File: src/rtl/hit_walker_pkg.sv
package hit_walker_pkg;
    typedef enum logic [1:0] {
        ST_IDLE    = 2'd0,
        ST_WALK    = 2'd1,
        ST_DRAINED = 2'd2
    } walk_state_e;
endpackage

File: src/rtl/hw_popcount.sv
module hw_popcount #(
    parameter int W  = 64,
    parameter int CW = $clog2(W + 1)
) (
    input  logic [W-1:0]  vec,
    output logic [CW-1:0] cnt
);
    logic [CW-1:0] part [W+1];

    assign part[0] = '0;
    generate
        for (genvar g = 0; g < W; g++) begin : g_acc
            assign part[g+1] = part[g] + CW'(vec[g]);
        end
    endgenerate
    assign cnt = part[W];
endmodule

File: src/rtl/hw_lowbit.sv
module hw_lowbit #(
    parameter int W  = 64,
    parameter int AW = $clog2(W)
) (
    input  logic [W-1:0]  vec,
    output logic [AW-1:0] idx,
    output logic          any
);
    always_comb begin
        idx = '0;
        any = |vec;
        for (int i = W - 1; i >= 0; i--) begin
            if (vec[i]) idx = AW'(i);
        end
    end
endmodule

File: src/rtl/hit_walker.sv
module hit_walker
    import hit_walker_pkg::*;
#(
    parameter int ENTRIES = 64,
    localparam int AW = $clog2(ENTRIES),
    localparam int CW = $clog2(ENTRIES + 1)
) (
    input  logic               clk,
    input  logic               rst_n,
    input  logic [ENTRIES-1:0] hit_vec,
    input  logic               hit_vld,
    input  logic               step,
    output logic [CW-1:0]      hit_cnt,
    output logic [AW-1:0]      hit_addr,
    output logic               addr_vld
);
    walk_state_e        state_q, state_d;
    logic [ENTRIES-1:0] rem_q;
    logic [ENTRIES-1:0] rem_less;
    logic [ENTRIES-1:0] enc_src;
    logic [AW-1:0]      enc_idx;
    logic               enc_any;
    logic [CW-1:0]      pop;
    logic               adv;

    assign rem_less = rem_q & ~({{(ENTRIES-1){1'b0}}, 1'b1} << hit_addr);
    assign enc_src  = hit_vld ? hit_vec : rem_less;
    assign adv      = step && !hit_vld && (state_q == ST_WALK);

    hw_lowbit #(.W(ENTRIES), .AW(AW)) u_enc (
        .vec (enc_src),
        .idx (enc_idx),
        .any (enc_any)
    );

    hw_popcount #(.W(ENTRIES), .CW(CW)) u_pop (
        .vec (hit_vec),
        .cnt (pop)
    );

    always_comb begin
        state_d = state_q;
        unique case (state_q)
            ST_IDLE: begin
                if (hit_vld) state_d = enc_any ? ST_WALK : ST_DRAINED;
            end
            ST_WALK: begin
                if (hit_vld || step) state_d = enc_any ? ST_WALK : ST_DRAINED;
            end
            ST_DRAINED: begin
                if (hit_vld) state_d = enc_any ? ST_WALK : ST_DRAINED;
            end
            default: state_d = ST_IDLE;
        endcase
    end

    always_ff @(posedge clk) begin
        if (!rst_n) state_q <= ST_IDLE;
        else        state_q <= state_d;
    end

    always_ff @(posedge clk) begin
        if (!rst_n) begin
            rem_q    <= '0;
            hit_cnt  <= '0;
            hit_addr <= '0;
            addr_vld <= 1'b0;
        end else if (hit_vld) begin
            rem_q    <= hit_vec;
            hit_cnt  <= pop;
            hit_addr <= enc_any ? enc_idx : '0;
            addr_vld <= enc_any;
        end else if (adv) begin
            rem_q    <= rem_less;
            addr_vld <= enc_any;
            if (enc_any) hit_addr <= enc_idx;
        end
    end


    cnt_nonzero_when_vld_chk: assert property (@(posedge clk) disable iff (!rst_n)
        addr_vld |-> (hit_cnt != '0));


    ascending_step_chk: assert property (@(posedge clk) disable iff (!rst_n)
        (step && !hit_vld && addr_vld) |=> (!addr_vld || (hit_addr > $past(hit_addr))));


    hold_after_last_chk: assert property (@(posedge clk) disable iff (!rst_n)
        (step && !hit_vld) |=> (addr_vld || $stable(hit_addr)));


    miss_report_chk: assert property (@(posedge clk) disable iff (!rst_n)
        (hit_vld && (hit_vec == '0)) |=> (!addr_vld && (hit_cnt == '0)));


    quiet_hold_chk: assert property (@(posedge clk) disable iff (!rst_n)
        (!hit_vld && !step) |=> ($stable(hit_cnt) && $stable(hit_addr) && $stable(addr_vld)));


    cnt_steady_walk_chk: assert property (@(posedge clk) disable iff (!rst_n)
        !hit_vld |=> $stable(hit_cnt));
endmodule

File: config.mk
export PLATFORM = sky130hd
export DESIGN_NAME = hit_walker
export DESIGN_NICKNAME = d
export VERILOG_FILES = /design/src/rtl/hit_walker_pkg.sv /design/src/rtl/hw_popcount.sv /design/src/rtl/hw_lowbit.sv /design/src/rtl/hit_walker.sv
export SDC_FILE = /design/constraint.sdc
export NUM_CORES = 1
export LEC_CHECK = 0
export BUFFER_PORTS_ARGS = -buffer_cell sky130_fd_sc_hd__buf_2
export CAP_MARGIN = 25
export CORE_ASPECT_RATIO = 2
export CORE_MARGIN = 8
export CORE_UTILIZATION = 55
export CTS_BUF_LIST = sky130_fd_sc_hd__clkbuf_8
export DETAILED_ROUTE_END_ITERATION = 16
export GPL_ROUTABILITY_DRIVEN = 0
export GPL_TIMING_DRIVEN = 0
export PLACE_DENSITY_LB_ADDON = 0.3
export SETUP_SLACK_MARGIN = 0.4
export SYNTH_ARGS = -nofsm -noshare
export SYNTH_HDL_FRONTEND = slang
export SYNTH_HIERARCHICAL = 1
export SYNTH_SLANG_ARGS = --single-unit
File: constraint.sdc
create_clock -name clk -period 7.9 [get_ports clk]
set_clock_uncertainty 0.15 [all_clocks]
set_input_delay 0 -clock clk [delete_from_list [all_inputs] [get_ports clk]]
set_output_delay 0 -clock clk [all_outputs]
set_load 0.02 [all_outputs]
==> results.ini <==
[pwr]
p_per_area_nw_per_um2=444
ir_drop_mv=1.43
leakagePower_nw=3.92

[detailed_routing]
drtPass1Iterations=5
avgViaCountPerCell=6.14
drc_errors=0
drt_wl_total_um=25200
antenna_left=0
route.vias.total=7668
drtIter0Drc=562
wl_per_cell_um=20.2

[floorplan]
io_pins=82
coreArea_um2=12900
rows=59
dieArea_um2=17200
die_w_um=96.8
initial_utilization_pct=55.6
fp.dieH_um=178

[placement]
dp.cells=1139
hpwlAfterDp_um=18700
port_buffers=79
post-place-ws_ns=1.69

[cts]
clkSinkCount=80
clk_latency_ns=0.38
numCtsBuffers=9
path_clk_slew_ns=0.09
htreeDepth=3
cts_tree=yes
max-clock-path-buffers=2
clock-root-buffer=clkbuf_8

[grt]
grt_max_degree=14
antenna_found_initial=0
track_usage_pct=29.2
grt_pass1_vias=7880
grt_pass1_wl_um=40200
overflow=0

[synth]
synth_nets=1045
synth_ff_type=dfxtp_1
ys.warnings.count=6
syn_avg_cell_area_um2=7.92
synthTopCellsByArea=dfxtp_1, fa_1, nand2_1, nor2b_1, o31ai_1
synthArstFlopShare_pct=0
syn_inst=908
synthTopCellsByCount=nand2_1, inv_1, dfxtp_1
ys_seq_elements=80
yosysSeqAreaShare_pct=22.3
netlist.area_leader.share_pct=22.3
syn_area_um2=7190
yosys.area.top_type=dfxtp_1
yosysMostFrequentCell=nand2_1
synth_edf_count=0
synthDistinctLibCells=65

[final_layout]
antenna_cells=0
drive_gt1_share_pct=11.5
syn2layout_area_growth_pct=24.0
fin_nets=1230
fin_util_pct=69.0
stdcell_count=1249

[worst_hold_path]
min_from=hit_vld
min_path_type=in2reg

[setup_path]
cp-end-kind=flop
reg2reg_from=hit_addr[2]
r2r_setup_slack_ns=3.60
path_max_fanout=3
required_ns=8.03
worstSetupPathType=in2reg
crit_path_end=hit_cnt[6]
critPathArrivalTime_ns=6.59
cp-startpoint=hit_vec[61]
worst_setup_path_start_kind=input port
reg2regPathDepth=12
timing.rr.end=addr_vld

[sta]
setup_tns_ns=0
fin_crit_ns=6.46
finalCritPeriodShare_pct=81.8
finalHoldViolations=0
hold_ws_ns=0.0523
worst_pin_slew_ns=0.834
setup_violations=0
rsz0062_at_grt=no
fmax_ghz=0.155
slew_viol_final=0
setup_slack_ns=1.44
relSlewSlack_pct=44.4

[outcome]
status=finished clean

[flow_run]
maxCapViolCount=0

stage by stage:
| step | area [µm²] | power, mW |
|---|---|---|
| floorplan | 7190 | 2.87 |
| global placement | 7770 | 3.52 |
| detailed placement | 7770 | 3.58 |
| CTS | 8910 | 3.94 |
| global route | 8910 | 4.36 |
| finish | 8910 | 3.96 |
area by class of cell:
type                    count  area (µm²)
plain buffers              60         244
clock buffers               9         124
clock inverters             6        61.3
fillers                  1052        4010
inverters                  94         353
multi-input cells         674        4990
flip-flops and latches     80        1600
well taps                 152         190
repair buffers            174        1350
logic make-up (layout without fill, tap and decap cells):
| kind of cell | after synthesis | in the layout | share of synthesized area, % |
|---|---|---|---|
| AO/OA/AOI/OAI | 260 | 260 | 25.1 |
| XOR/XNOR | 2 | 2 | 0.244 |
| adder cells (fa/ha/maj) | 69 | 69 | 17.7 |
| buffers and inverters | 154 | 343 | 8.30 |
| flip-flops | 80 | 80 | 22.3 |
| multiplexers | 13 | 13 | 1.81 |
| AND/OR/NAND/NOR | 330 | 330 | 24.6 |
how the worst min path moves through the flow:
| stage | end | cells after the start |
|---|---|---|
| global route | hit_addr[5] | 3 |
| finish | hit_addr[4] | 3 |
| global placement | rem_q[46] | 3 |
| floorplan | rem_q[0] | 2 |
| CTS | hit_addr[4] | 3 |
| detailed placement | rem_q[45] | 3 |
report_power, final:
group | internal [mW] | switching [mW] | leakage, nW
logic | 1.46 | 1.73 | 3.17
clock network | 0.143 | 0.166 | 0.0948
registers | 0.445 | 0.0110 | 0.659
total | 2.05 | 1.91 | 3.92
timing repair:
action	4_1_cts	5_1_grt
setup endpoints to repair	0	0
hold endpoints to repair	80	0
setup buffers	0	0
hold buffers	95	0
gates resized for setup	0	0
routing by layer:
layer	track usage, %	vias up	share of wire [%]
met1	28.7	3585	34
met5	0	-	0
met4	27.7	0	9.1
met2	50.4	442	50
li1	-	3480	-
met3	5.65	161	7.1
placed cells by master, fill, tap and decap left out, drive strengths merged, types with 2 or more instances in the layout:
cell type    count
nand3            7
a21o             2
inv             94
nor2            22
dfxtp           80
o31ai           68
a21oi           14
nor4b            2
o211ai           4
buf             95
a31oi            3
o21bai           4
nand2b           6
nand3b          10
clkinv           4
or4b             4
ha              15
o211a            2
nand4b           4
o311ai           3
fa              54
o21a             5
clkbuf          53
nand2          145
or4              6
or2              2
a21boi          69
o21ai           73
a211oi           4
nor3            12
or3              3
dlygate4sd3     95
and2             2
nand4bb          6
nor2b           78
mux2i           13
nor4            18
a2111oi          2
critical path, cell delays in order:
cell	delay (ns)
dlygate4sd3_1	0.54
buf_2	0.13
inv_1	0.06
fa_1	0.51
fa_1	0.53
inv_1	0.09
fa_1	0.48
inv_1	0.05
fa_1	0.49
inv_1	0.05
fa_1	0.48
inv_1	0.06
fa_1	0.59
fa_1	0.48
fa_1	0.50
inv_1	0.04
ha_1	0.25
fa_1	0.50
a211o_2	0.36
a21oi_1	0.14
o21bai_1	0.07
mux2i_1	0.13
nor2b_1	0.06
state kept, by name, summed over array words and instances, names as in the netlist:
register / flops
state_q: 2
rem_q: 64
addr_vld: 1
hit_cnt: 7
hit_addr: 6
Note: power is estimated with default switching activity, not from simulation.
